`src/rtl/keyhash_pkg.sv`:
```
`timescale 1ns/1ps
package keyhash_pkg;
   typedef enum logic [1:0] {
      SEL_NONE = 2'd0,
      SEL_HASH = 2'd1,
      SEL_FC   = 2'd2,
      SEL_ACT  = 2'd3
   } kh_sel_e;
endpackage

```
`src/rtl/keyhash_decode.sv`:
```
`timescale 1ns/1ps
module keyhash_decode
   import keyhash_pkg::*;
#(
   parameter int ADDR_W    = 12,
   parameter int HASH_REGS = 4,
   parameter int IDX_W     = 2,
   parameter logic [ADDR_W-1:0] HASH_BASE = 12'h08C,
   parameter logic [ADDR_W-1:0] FC_ADDR   = 12'h03A,
   parameter logic [ADDR_W-1:0] ACT_ADDR  = 12'h07A
) (
   input  logic [ADDR_W-1:0] addr,
   output kh_sel_e           sel,
   output logic [IDX_W-1:0]  idx
);
   logic [HASH_REGS-1:0] hit;

   genvar g;
   generate
      for (g = 0; g < HASH_REGS; g++) begin : g_hit
         assign hit[g] = (addr == HASH_BASE + ADDR_W'(g));
      end
   endgenerate

   always_comb begin
      idx = '0;
      for (int i = 0; i < HASH_REGS; i++) begin
         if (hit[i]) idx = IDX_W'(i);
      end
      if (|hit)                 sel = SEL_HASH;
      else if (addr == FC_ADDR) sel = SEL_FC;
      else if (addr == ACT_ADDR) sel = SEL_ACT;
      else                      sel = SEL_NONE;
   end
endmodule

```
`src/rtl/keyhash_ctrl.sv`:
```
`timescale 1ns/1ps
module keyhash_ctrl #(
   parameter int DATA_W   = 64,
   parameter int LC_BIT   = 17,
   parameter int LOCK_BIT = 0,
   parameter logic [DATA_W-1:0] GATED_MASK = 64'h0000_0000_0006_0000
) (
   input  logic              clk,
   input  logic              rst_n,
   input  logic              wr_fc,
   input  logic              wr_act,
   input  logic [DATA_W-1:0] wdata,
   output logic [DATA_W-1:0] fc_q,
   output logic              act_q,
   output logic              fc_reject,
   output logic              hash_wr_ok
);
   logic              locked;
   logic [DATA_W-1:0] fc_next;

   assign locked     = fc_q[LOCK_BIT];
   assign fc_reject  = wr_fc & locked;
   assign hash_wr_ok = ~act_q | (fc_q[LC_BIT] & locked);
   assign fc_next    = act_q ? wdata : (wdata & ~GATED_MASK);

   always_ff @(posedge clk) begin
      if (!rst_n) begin
         fc_q  <= '0;
         act_q <= 1'b0;
      end else begin
         if (wr_fc && !locked) fc_q <= fc_next;
         if (wr_act && wdata[0]) act_q <= 1'b1;
      end
   end
endmodule

```
`src/rtl/keyhash_bank.sv`:
```
`timescale 1ns/1ps
module keyhash_bank #(
   parameter int DATA_W    = 64,
   parameter int HASH_REGS = 4,
   parameter int IDX_W     = 2,
   parameter logic [HASH_REGS*DATA_W-1:0] DEFAULT_HASH = '0
) (
   input  logic                                clk,
   input  logic                                rst_n,
   input  logic                                we,
   input  logic [IDX_W-1:0]                    idx,
   input  logic [DATA_W-1:0]                   wdata,
   output logic [HASH_REGS-1:0][DATA_W-1:0]    hash_q
);
   genvar g;
   generate
      for (g = 0; g < HASH_REGS; g++) begin : g_reg
         always_ff @(posedge clk) begin
            if (!rst_n)
               hash_q[g] <= DEFAULT_HASH[g*DATA_W +: DATA_W];
            else if (we && idx == IDX_W'(g))
               hash_q[g] <= wdata;
         end
      end
   endgenerate
endmodule

```
`src/rtl/keyhash_guard.sv`:
```
`timescale 1ns/1ps
module keyhash_guard
   import keyhash_pkg::*;
#(
   parameter int ADDR_W    = 12,
   parameter int DATA_W    = 64,
   parameter int HASH_REGS = 4,
   parameter int LC_BIT    = 17,
   parameter int LOCK_BIT  = 0,
   parameter logic [ADDR_W-1:0] HASH_BASE = 12'h08C,
   parameter logic [ADDR_W-1:0] FC_ADDR   = 12'h03A,
   parameter logic [ADDR_W-1:0] ACT_ADDR  = 12'h07A,
   parameter logic [DATA_W-1:0] GATED_MASK = 64'h0000_0000_0006_0000,
   parameter logic [HASH_REGS*DATA_W-1:0] DEFAULT_HASH =
      256'h5d1e_0c44_9ab3_71f2_e806_2b9d_44c7_a031_9f0e_6d28_b7c1_5a43_0e92_f6b8_3c7d_1a55
) (
   input  logic              clk,
   input  logic              rst_n,
   input  logic              req_valid,
   input  logic              req_write,
   input  logic [ADDR_W-1:0] req_addr,
   input  logic [DATA_W-1:0] req_wdata,
   output logic [DATA_W-1:0] rsp_rdata,
   output logic              fault
);
   localparam int IDX_W = (HASH_REGS > 1) ? $clog2(HASH_REGS) : 1;

   generate
      if (DATA_W <= LC_BIT || DATA_W <= LOCK_BIT)
         $error("keyhash_guard: DATA_W too narrow for control bits");
      if (HASH_REGS < 1)
         $error("keyhash_guard: HASH_REGS must be at least 1");
      if (LC_BIT == LOCK_BIT)
         $error("keyhash_guard: launch-control and lock bits must differ");
   endgenerate

   kh_sel_e                         sel;
   logic [IDX_W-1:0]                idx;
   logic [DATA_W-1:0]               fc_q;
   logic                            act_q;
   logic                            fc_reject;
   logic                            hash_wr_ok;
   logic [HASH_REGS-1:0][DATA_W-1:0] hash_q;
   logic                            dec_miss;
   logic                            wr_req;
   logic                            hash_we;
   logic                            reject;
   logic [DATA_W-1:0]               rd_mux;

   keyhash_decode #(
      .ADDR_W(ADDR_W), .HASH_REGS(HASH_REGS), .IDX_W(IDX_W),
      .HASH_BASE(HASH_BASE), .FC_ADDR(FC_ADDR), .ACT_ADDR(ACT_ADDR)
   ) u_dec (
      .addr(req_addr), .sel(sel), .idx(idx)
   );

   assign dec_miss = (sel == SEL_NONE);
   assign wr_req   = req_valid & req_write;

   keyhash_ctrl #(
      .DATA_W(DATA_W), .LC_BIT(LC_BIT), .LOCK_BIT(LOCK_BIT), .GATED_MASK(GATED_MASK)
   ) u_ctrl (
      .clk(clk), .rst_n(rst_n),
      .wr_fc(wr_req && sel == SEL_FC),
      .wr_act(wr_req && sel == SEL_ACT),
      .wdata(req_wdata),
      .fc_q(fc_q), .act_q(act_q),
      .fc_reject(fc_reject), .hash_wr_ok(hash_wr_ok)
   );

   assign hash_we = wr_req && sel == SEL_HASH && hash_wr_ok;

   keyhash_bank #(
      .DATA_W(DATA_W), .HASH_REGS(HASH_REGS), .IDX_W(IDX_W),
      .DEFAULT_HASH(DEFAULT_HASH)
   ) u_bank (
      .clk(clk), .rst_n(rst_n), .we(hash_we), .idx(idx),
      .wdata(req_wdata), .hash_q(hash_q)
   );

   always_comb begin
      reject = dec_miss;
      if (req_write && sel == SEL_HASH && !hash_wr_ok) reject = 1'b1;
      if (req_write && fc_reject)                      reject = 1'b1;
   end

   always_comb begin
      unique case (sel)
         SEL_HASH: rd_mux = hash_q[idx];
         SEL_FC:   rd_mux = fc_q;
         SEL_ACT:  rd_mux = {{(DATA_W-1){1'b0}}, act_q};
         default:  rd_mux = '0;
      endcase
   end

   always_ff @(posedge clk) begin
      if (!rst_n) begin
         rsp_rdata <= '0;
         fault     <= 1'b0;
      end else begin
         fault <= req_valid & reject;
         if (req_valid && !req_write) rsp_rdata <= rd_mux;
      end
   end
endmodule

```
`config.mk`:
```
export PLATFORM = sky130hd
export DESIGN_NAME = keyhash_guard
export DESIGN_NICKNAME = d
export VERILOG_FILES = /design/src/rtl/keyhash_pkg.sv /design/src/rtl/keyhash_decode.sv /design/src/rtl/keyhash_ctrl.sv /design/src/rtl/keyhash_bank.sv /design/src/rtl/keyhash_guard.sv
export SDC_FILE = /design/constraint.sdc
export NUM_CORES = 1
export LEC_CHECK = 0
export BUFFER_PORTS_ARGS = -buffer_cell sky130_fd_sc_hd__buf_2
export CORE_MARGIN = 2
export CORE_UTILIZATION = 44
export CTS_CLUSTER_DIAMETER = 60
export DETAILED_ROUTE_END_ITERATION = 10
export GPL_ROUTABILITY_DRIVEN = 0
export PLACE_DENSITY_LB_ADDON = 0.08
export SLEW_MARGIN = 5
export SYNTH_ARGS = -nofsm -noshare
export SYNTH_HDL_FRONTEND = slang
export SYNTH_HIERARCHICAL = 1
export SYNTH_SLANG_ARGS = --single-unit
```
`constraint.sdc`:
```
create_clock -name clk -period 2 [get_ports clk]
set_input_delay 0.1 -clock clk [delete_from_list [all_inputs] [get_ports clk]]
set_output_delay 0.1 -clock clk [all_outputs]
set_load 0.02 [all_outputs]
```
==> impl_metrics.yaml, run 1 <==
outcome:
  status: "finished clean"
clock_tree:
  cts_sinks: 386
  path_clk_slew_ns: 0.06
  cts_buffer_depth: 3
  postCtsSetupBuffers: 0
  clock-root-buffer: "clkbuf_16"
  numCtsBuffers: 44
  cts_tree: "yes"
  insertion_delay_ns: 0.57
  cts-htree-levels: 2
grt:
  use_met3: 0.0300
  grtUsageMet2: 0.385
  first_global_vias: 13644
  grt_max_degree: 69
  busiest_layer: "met2"
  met1_usage: 0.314
  grt_overflow: 0
  antenna_found_initial: 1
  gr-usage-all-layers: 0.232
  grt_pass1_wl_um: 75400
layout:
  syn_to_final_growth_pct: 24.9
  nets: 2092
  post-route-util: 0.559
  most-common-layout-cells: "385 x dfxtp_1, 323 x nand2_1, 243 x mux2i_1"
  fillCellCount: 3499
  drive_above_1_share: 0.220
  layout_commonest_cell: "dfxtp_1"
sta:
  hold_viol_final: 0
  period_share: 0.934
  maxSlewViolCount: 0
  setup_viol: 0
  min_period_ns: 1.87
  rsz0062_at_grt: "false"
  setup_slack_ns: 0.132
  worst_pin_slew_ns: 0.461
  max_freq_ghz: 0.535
  skew_ns: 0.0271
  fin_tns_setup_ns: 0
  relSlewSlack: 0.692
  hold_ws_ns: 0.122
setup_path:
  crit_required_ns: 2.50
  crit_family: "simple AND/OR/NAND/NOR gates"
  crit_type: "reg2reg"
  cpMaxStageDelayCell: "dfxtp_2"
  crit_path_start_kind: "register"
  r2r-start: "u_ctrl/fc_q[17]"
  critPathLaunch: "u_ctrl/fc_q[17]"
  cp.buffers_inverters: 3
  end_kind: "register"
  reg2reg_setup_slack_ns: 0.13
  cp.arrival_ns: 2.36
  slowest_delay_ns: 0.35
  worst-path-max-fanout: 10
  crit_path_cell_trace: "nand2_1 > nand2_1 > nand3_1 > nor3b_2 > buf_4 > nor3b_4 > buf_4 > buf_12 > mux2i_1"
yosys:
  ys_top_cells_by_area: "dfxtp_1 45%, mux2i_1 14%, nand2_1 7.0%"
  syn_nets: 1869
  syn_area_um2: 17300
  synth_async_sr_flop_share: 0
  synth_cell_types: 43
  seq_area_frac_synth: 0.446
  syn_area_per_cell_um2: 9.69
  synth_area_leader_cell: "dfxtp_1"
  syn_inst: 1789
  synth_top_area_frac: 0.446
  ys_warn_count: 6
  synth-edff-count: 0
  yosys_most_used_dff: "dfxtp_1"
  ys_seq_elements: 386
detailed_routing:
  drt_wl_total_um: 47800
  viasPerCell: 5.21
  dr.pass1.iters: 5
  wl_per_cell_um: 18.6
  drt_iter0_drc: 572
  antenna_left: 0
  dr_total_vias: 13365
  post-route-drc-count: 0
floorplanning:
  die_w_um: 202
  num_rows: 72
  start_util: 0.447
  pin_count: 145
  die_h_um: 202
  die_area_um2: 41000
  core_um2: 38700
job:
  cap_violations: 0
power_and_ir_drop:
  vdd_drop_max_mv: 0.544
  power_mw: 17.1
  p_leak_nw: 8.92
  cellPowerDensity_nw_per_um2: 790
placed_design:
  port_buffers: 144
  dpl_worst_slack_ns: -0.151
  hpwl_um: 31000
hold_path:
  hold_class: "in2reg"
  min_from: "req_write"
## per-layer routing
layer,share of wire,routed length [um]
met2,0.46,22000
met1,0.48,22800
met4,0.023,1110
met5,0,0
met3,0.039,1870
## through the flow
stage,area (um2),cells
after floorplan,17300,1789
after global placement,19400,2417
after detailed placement,19400,2417
after CTS,21600,2563
after global routing,21600,2564
final,21600,2564
## path summary, 6_finish.rpt
| check | cells after the start | end |
|---|---|---|
| max | 9 | u_bank/hash_q[48] |
| min | 4 | u_ctrl/act_q |
| max reg2reg | 9 | u_bank/hash_q[48] |
| min reg2reg | 2 | u_ctrl/fc_q[18] |
## repair_timing
action,4_1_cts,5_1_grt
setup endpoints to repair,0,92
hold buffers,67,0
endpoints found under the hold margin,324,0
resized for setup,0,3
## area by class of cell
cell class / count / area [um2] / share of cell area
antenna: 1 / 2.50 / 0.000116
clock buffer: 71 / 1420 / 0.0654
clock inverter: 8 / 108 / 0.00497
inverter: 13 / 48.8 / 0.00225
multi-input combinational: 1236 / 8740 / 0.404
sequential: 386 / 7730 / 0.357
tap: 518 / 648 / 0.0300
timing repair buffer: 331 / 2950 / 0.136
## registers in the layout, summed over array words and instances, names as in the netlist
register,flops
u_ctrl/act_q,1
u_ctrl/fc_q,64
u_bank/hash_q,256
fault,1
rsp_rdata,64
## worst reg2reg max path, cell delays in order (launching register included)
cell     delay [ns]
dfxtp_2        0.35
nand2_1        0.06
nand2_1        0.09
nand3_1        0.11
nor3b_2        0.24
buf_4          0.16
nor3b_4        0.23
buf_4          0.20
buf_12         0.16
mux2i_1        0.20
## Yosys cell counts (18+ instances only)
library cell / n
o21ai_0: 50
nor2b_1: 160
buf_4: 29
dfxtp_1: 386
a21oi_1: 116
mux2_1: 55
buf_2: 59
mux2i_1: 243
a22oi_1: 53
buf_6: 18
mux2_2: 73
clkbuf_1: 44
nand2_1: 323
a21boi_1: 62
## power breakdown
group | internal, mW | switching, mW
sequential | 7.76 | 0.0398
combinational | 0.405 | 0.562
clock | 5.09 | 3.23
total | 13.3 | 3.84
## logic make-up after synthesis
kind of cell,count (synthesis),share of synthesized area
AO/OA/AOI/OAI,323,0.123
buffers and inverters,167,0.0545
flip-flops,386,0.446
multiplexers,372,0.224
AND/OR/NAND/NOR,541,0.153
Note: power is estimated with default switching activity, not from simulation.
==> run 2: changes to the inputs <==
--- a/config.mk
+++ b/config.mk
@@ -11,6 +11,7 @@
 export CTS_CLUSTER_DIAMETER = 60
 export DETAILED_ROUTE_END_ITERATION = 10
 export GPL_ROUTABILITY_DRIVEN = 0
+export MAX_ROUTING_LAYER = met4
 export PLACE_DENSITY_LB_ADDON = 0.08
 export SLEW_MARGIN = 5
 export SYNTH_ARGS = -nofsm -noshare
==> constraint.sdc (replaced) <==
create_clock -name clk -period 2 [get_ports clk]
set_input_delay 0.3 -clock clk [delete_from_list [all_inputs] [get_ports clk]]
set_output_delay 0.3 -clock clk [all_outputs]
set_load 0.02 [all_outputs]
==> run 2 against run 1 <==
- largest cell class unchanged
- largest power group unchanged
- global-route usage is 0.90 points higher
- register-to-register slack worse by 0.03 ns
- sequential share of layout area is 0.096 points higher
- critical endpoint is now u_bank/hash_q[188]
- cell area is 0.24% lower
==> impl_metrics.yaml, run 2 (synthesis results as in run 1) <==
floorplanning:
  num_rows: 72
  start_util: 0.447
  pin_count: 145
  core_um2: 38700
  die_w_um: 202
  die_h_um: 202
  die_area_um2: 41000
grt:
  grt_pass1_wl_um: 75900
  grt_max_degree: 86
  grt_overflow: 0
  antenna_found_initial: 2
  gr-usage-all-layers: 0.241
  first_global_vias: 13497
power_and_ir_drop:
  p_sw_mw: 3.88
  switching_share: 0.223
  power_frac_seq: 0.449
  p_leak_nw: 8.88
  p_clk_frac: 0.496
  cellPowerDensity_nw_per_um2: 805
  vdd_drop_max_mv: 0.528
  p_int_mw: 13.5
  share_comb_of_total_power: 0.055
detailed_routing:
  wl_per_cell_um: 19.0
  drt_iter0_drc: 758
  drt_wl_total_um: 48500
  antenna_left: 0
  dr.pass1.iters: 5
  post-route-drc-count: 0
  viasPerCell: 5.24
  dr_total_vias: 13361
layout:
  multi_input_area_um2: 8770
  most-common-layout-cells: "385 x dfxtp_1, 322 x nand2_1, 242 x mux2i_1"
  final_area_um2: 21600
  drive_above_1_share: 0.221
  ff_latch_area_um2: 7730
  syn_to_final_growth_pct: 24.6
  fillCellCount: 3459
  regMostFlops: "u_bank/hash_q"
  layout_commonest_cell: "dfxtp_1"
  nets: 2077
  largest_reg_flops: 256
  largestRegisters: "u_bank/hash_q x256, rsp_rdata x64, u_ctrl/fc_q x64"
clock_tree:
  cts_tree: "yes"
  path_clk_slew_ns: 0.06
  cts_sinks: 386
  cts_buffer_depth: 3
  numCtsBuffers: 44
  cts-htree-levels: 2
  clock-root-buffer: "clkbuf_16"
  insertion_delay_ns: 0.56
sta:
  skew_ns: 0.0133
  min_period_ns: 1.90
  maxSlewViolCount: 0
  setup_viol: 0
  hold_viol_final: 0
  max_freq_ghz: 0.526
  relSlewSlack: 0.697
  setup_slack_ns: 0.0984
  hold_ws_ns: 0.0264
  worst_pin_slew_ns: 0.454
  period_share: 0.951
setup_path:
  crit_required_ns: 2.48
  end_kind: "register"
  crit_type: "reg2reg"
  cp.arrival_ns: 2.38
  worst-path-max-fanout: 7
  crit_path_start_kind: "register"
hold_path:
  hold_class: "in2reg"
outcome:
  status: "finished clean"
placed_design:
  hpwl_um: 30300
  dpl_worst_slack_ns: -0.609
  port_buffers: 144
  postPlaceCellArea_um2: 19400
job:
  cap_violations: 0
-- run 2: routing by layer --
layer,part of all wire,vias up,GRT usage
li1,-,6583,-
met1,0.48,6484,0.318
met2,0.47,225,0.389
met3,0.035,69,0.0340
met4,0.020,0,0.0610
met5,0,-,-
-- run 2: final cells by class --
class,instances,share of cell area
timing repair buffer,316,0.131
inverter,13,0.00226
antenna,2,0.000232
multi-input combinational,1236,0.406
tap,518,0.0300
clock inverter,13,0.0109
sequential,386,0.358
clock buffer,65,0.0613
-- run 2: timing repair --
item	4_1_cts	5_1_grt
hold buffers	55	0
endpoints found under the setup margin	256	189
cloned	0	1
buffers inserted	1	2
gates resized for setup	1	10
hold endpoints to repair	67	0
pin swaps	2	4
-- run 2: worst paths after layout --
path | startpoint | endpoint | slack (ns) | depth (start not counted)
worst min-delay path | req_wdata[18] | u_ctrl/fc_q[18] | 0.03 | 3
worst max register to register | u_ctrl/fc_q[17] | u_bank/hash_q[188] | 0.1 | 9
worst max-delay path | u_ctrl/fc_q[17] | u_bank/hash_q[188] | 0.1 | 9
worst min register to register | u_bank/hash_q[66] | u_bank/hash_q[66] | 0.45 | 2
-- run 2: metrics by stage --
| stage | std cells | TNS [ns] | utilization | power (mW) |
|---|---|---|---|---|
| after floorplan | 1789 | -18.82 | - | 8.45 |
| after global placement | 2410 | -159.35 | 0.500 | 8.83 |
| after detailed placement | 2410 | -164.77 | 0.500 | 8.84 |
| after CTS | 2544 | 0 | 0.555 | 17.6 |
| after global routing | 2549 | -0.0529 | 0.557 | 18.0 |
| final | 2549 | 0 | 0.557 | 17.4 |
-- run 2: power by group through the flow --
stage / logic [mW] / registers (mW) / clock network [mW]
global placement: 0.858 / 7.97 / 0
floorplan: 0.402 / 8.05 / 0
finish: 0.950 / 7.80 / 8.63
global route: 1.03 / 7.81 / 9.14
CTS: 0.953 / 7.80 / 8.82
detailed placement: 0.866 / 7.97 / 0
-- run 2: worst max-delay path, cell delays in order (launching register included) --
cell and delay [ns]:
dfxtp_4 0.37, nand2_1 0.07, nand2_2 0.06, nand3_2 0.08, nor3b_4 0.26, buf_6 0.15, buf_12 0.11, and3b_4 0.32
buf_12 0.18, mux2i_2 0.21
==> run 3: changes to the inputs <==
--- a/config.mk
+++ b/config.mk
@@ -7,7 +7,7 @@
 export LEC_CHECK = 0
 export BUFFER_PORTS_ARGS = -buffer_cell sky130_fd_sc_hd__buf_2
 export CORE_MARGIN = 2
-export CORE_UTILIZATION = 44
+export CORE_UTILIZATION = 54
 export CTS_CLUSTER_DIAMETER = 60
 export DETAILED_ROUTE_END_ITERATION = 10
 export GPL_ROUTABILITY_DRIVEN = 0
==> run 3 against run 2 <==
- global-route usage up 3.0 points
- flip-flop and latch count did not move
- largest cell class unchanged
- total power fell by 7.4%
- register-to-register slack about the same
- worst hold slack about the same
- critical path type unchanged
- non-clock buffer count is 68 lower
- routed wire length fell by 7.5%
==> impl_metrics.yaml, run 3 (synthesis results as in run 1) <==
layout:
  post-route-util: 0.651
  final_cell_count_no_fill: 2364
  drive_above_1_share: 0.219
  largestRegisters: "u_bank/hash_q x256, rsp_rdata x64, u_ctrl/fc_q x64"
  regMostFlops: "u_bank/hash_q"
  layout_commonest_cell: "dfxtp_1"
  syn_to_final_growth_pct: 18.5
  nets: 2007
  most-common-layout-cells: "385 x dfxtp_1, 323 x nand2_1, 243 x mux2i_1"
  largest_reg_flops: 256
  final_area_um2: 20500
sta:
  hold_ws_ns: 0.0262
  worst_pin_slew_ns: 0.455
  skew_ns: 0.0111
  fin_tns_setup_ns: 0
  hold_viol_final: 0
  setup_slack_ns: 0.0995
  maxSlewViolCount: 0
  period_share: 0.950
  min_period_ns: 1.90
  max_freq_ghz: 0.526
  rsz0062_at_grt: "false"
  relSlewSlack: 0.697
  setup_viol: 0
setup_path:
  slowest_delay_ns: 0.36
  crit_required_ns: 2.46
  cp.arrival_ns: 2.36
  crit_path_cell_trace: "nand2_1 > nand2_1 > nand3_1 > nor3b_2 > buf_4 > and3b_4 > clkbuf_16 > mux2i_1"
  crit_family: "simple AND/OR/NAND/NOR gates"
  end_kind: "register"
  cpMaxStageDelayCell: "dfxtp_2"
  crit_top_cell: "nand2_1"
  worst-path-max-fanout: 8
  crit_type: "reg2reg"
  crit_path_start_kind: "register"
  cp.buffers_inverters: 2
grt:
  grt_max_degree: 83
  antenna_found_initial: 4
  grt_overflow: 0
  grt_pass1_wl_um: 70600
  gr-usage-all-layers: 0.270
  first_global_vias: 13194
floorplanning:
  die_w_um: 183
  die_h_um: 183
  core_um2: 31600
  die_area_um2: 33500
  pin_count: 145
  start_util: 0.549
  num_rows: 65
clock_tree:
  cts_buffer_depth: 3
  clock-root-buffer: "clkbuf_16"
  cts-htree-levels: 2
  path_clk_slew_ns: 0.06
  insertion_delay_ns: 0.53
  cts_tree: "yes"
  cts_sinks: 386
  numCtsBuffers: 42
power_and_ir_drop:
  cellPowerDensity_nw_per_um2: 783
  p_leak_nw: 8.46
  vdd_drop_max_mv: 0.560
  power_mw: 16.1
detailed_routing:
  drt_wl_total_um: 44900
  drt_iter0_drc: 769
  dr.pass1.iters: 5
  antenna_left: 0
  post-route-drc-count: 0
  wl_per_cell_um: 19.0
  viasPerCell: 5.57
  dr_total_vias: 13159
outcome:
  status: "finished clean"
job:
  cap_violations: 0
placed_design:
  place_inst: 2280
  port_buffers: 144
  hpwl_um: 28200
  dpl_worst_slack_ns: -0.289
  postPlaceCellArea_um2: 19100
hold_path:
  hold_class: "in2reg"
[run 3: cell type report]
type,instances,area (um2)
Antenna cell,4,10.0
Clock buffer,65,1280
Clock inverter,10,60.1
Fill cell,2576,11000
Inverter,13,48.8
Multi-Input combinational cell,1236,8750
Sequential cell,386,7730
Tap cell,402,503
Timing Repair Buffer,248,2160
[run 3: final timing paths]
| path | from | endpoint | slack, ns | depth (start not counted) |
|---|---|---|---|---|
| worst max register to register | u_ctrl/fc_q[17] | u_bank/hash_q[95] | 0.1 | 8 |
| worst min-delay path | req_wdata[10] | u_ctrl/fc_q[10] | 0.03 | 3 |
| worst max-delay path | u_ctrl/fc_q[17] | u_bank/hash_q[95] | 0.1 | 8 |
| worst min register to register | u_ctrl/fc_q[34] | u_ctrl/fc_q[34] | 0.45 | 2 |
[run 3: timing repair]
| action | in CTS | in global routing |
|---|---|---|
| hold buffers | 0 | 0 |
| setup buffers | 0 | 2 |
| endpoints found under the hold margin | 0 | 0 |
| setup endpoints to repair | 0 | 58 |
| resized for setup | 0 | 3 |
[run 3: metal layers]
metal / GRT usage / routed length, um / vias to the layer above / share of wire
met4: 0.0576 / 721 / 0 / 0.016
met3: 0.0355 / 2320 / 58 / 0.052
met2: 0.452 / 21600 / 306 / 0.48
met1: 0.351 / 20300 / 6357 / 0.45
li1: - / - / 6438 / -
met5: - / 0 / - / 0
[run 3: where the power goes]
| part | internal, mW | total (mW) | switching [mW] | leakage [nW] |
|---|---|---|---|---|
| clock | 4.40 | 7.45 | 3.05 | 0.665 |
| combinational | 0.310 | 0.837 | 0.527 | 4.67 |
| sequential | 7.76 | 7.80 | 0.0378 | 3.12 |
| total | 12.5 | 16.1 | 3.62 | 8.46 |
[run 3: worst register-to-register path: stages, from the launching register on]
cell and delay [ns]:
dfxtp_2 0.36, nand2_1 0.06, nand2_1 0.09, nand3_1 0.11
nor3b_2 0.26, buf_4 0.21, and3b_4 0.34, clkbuf_16 0.22
mux2i_1 0.18
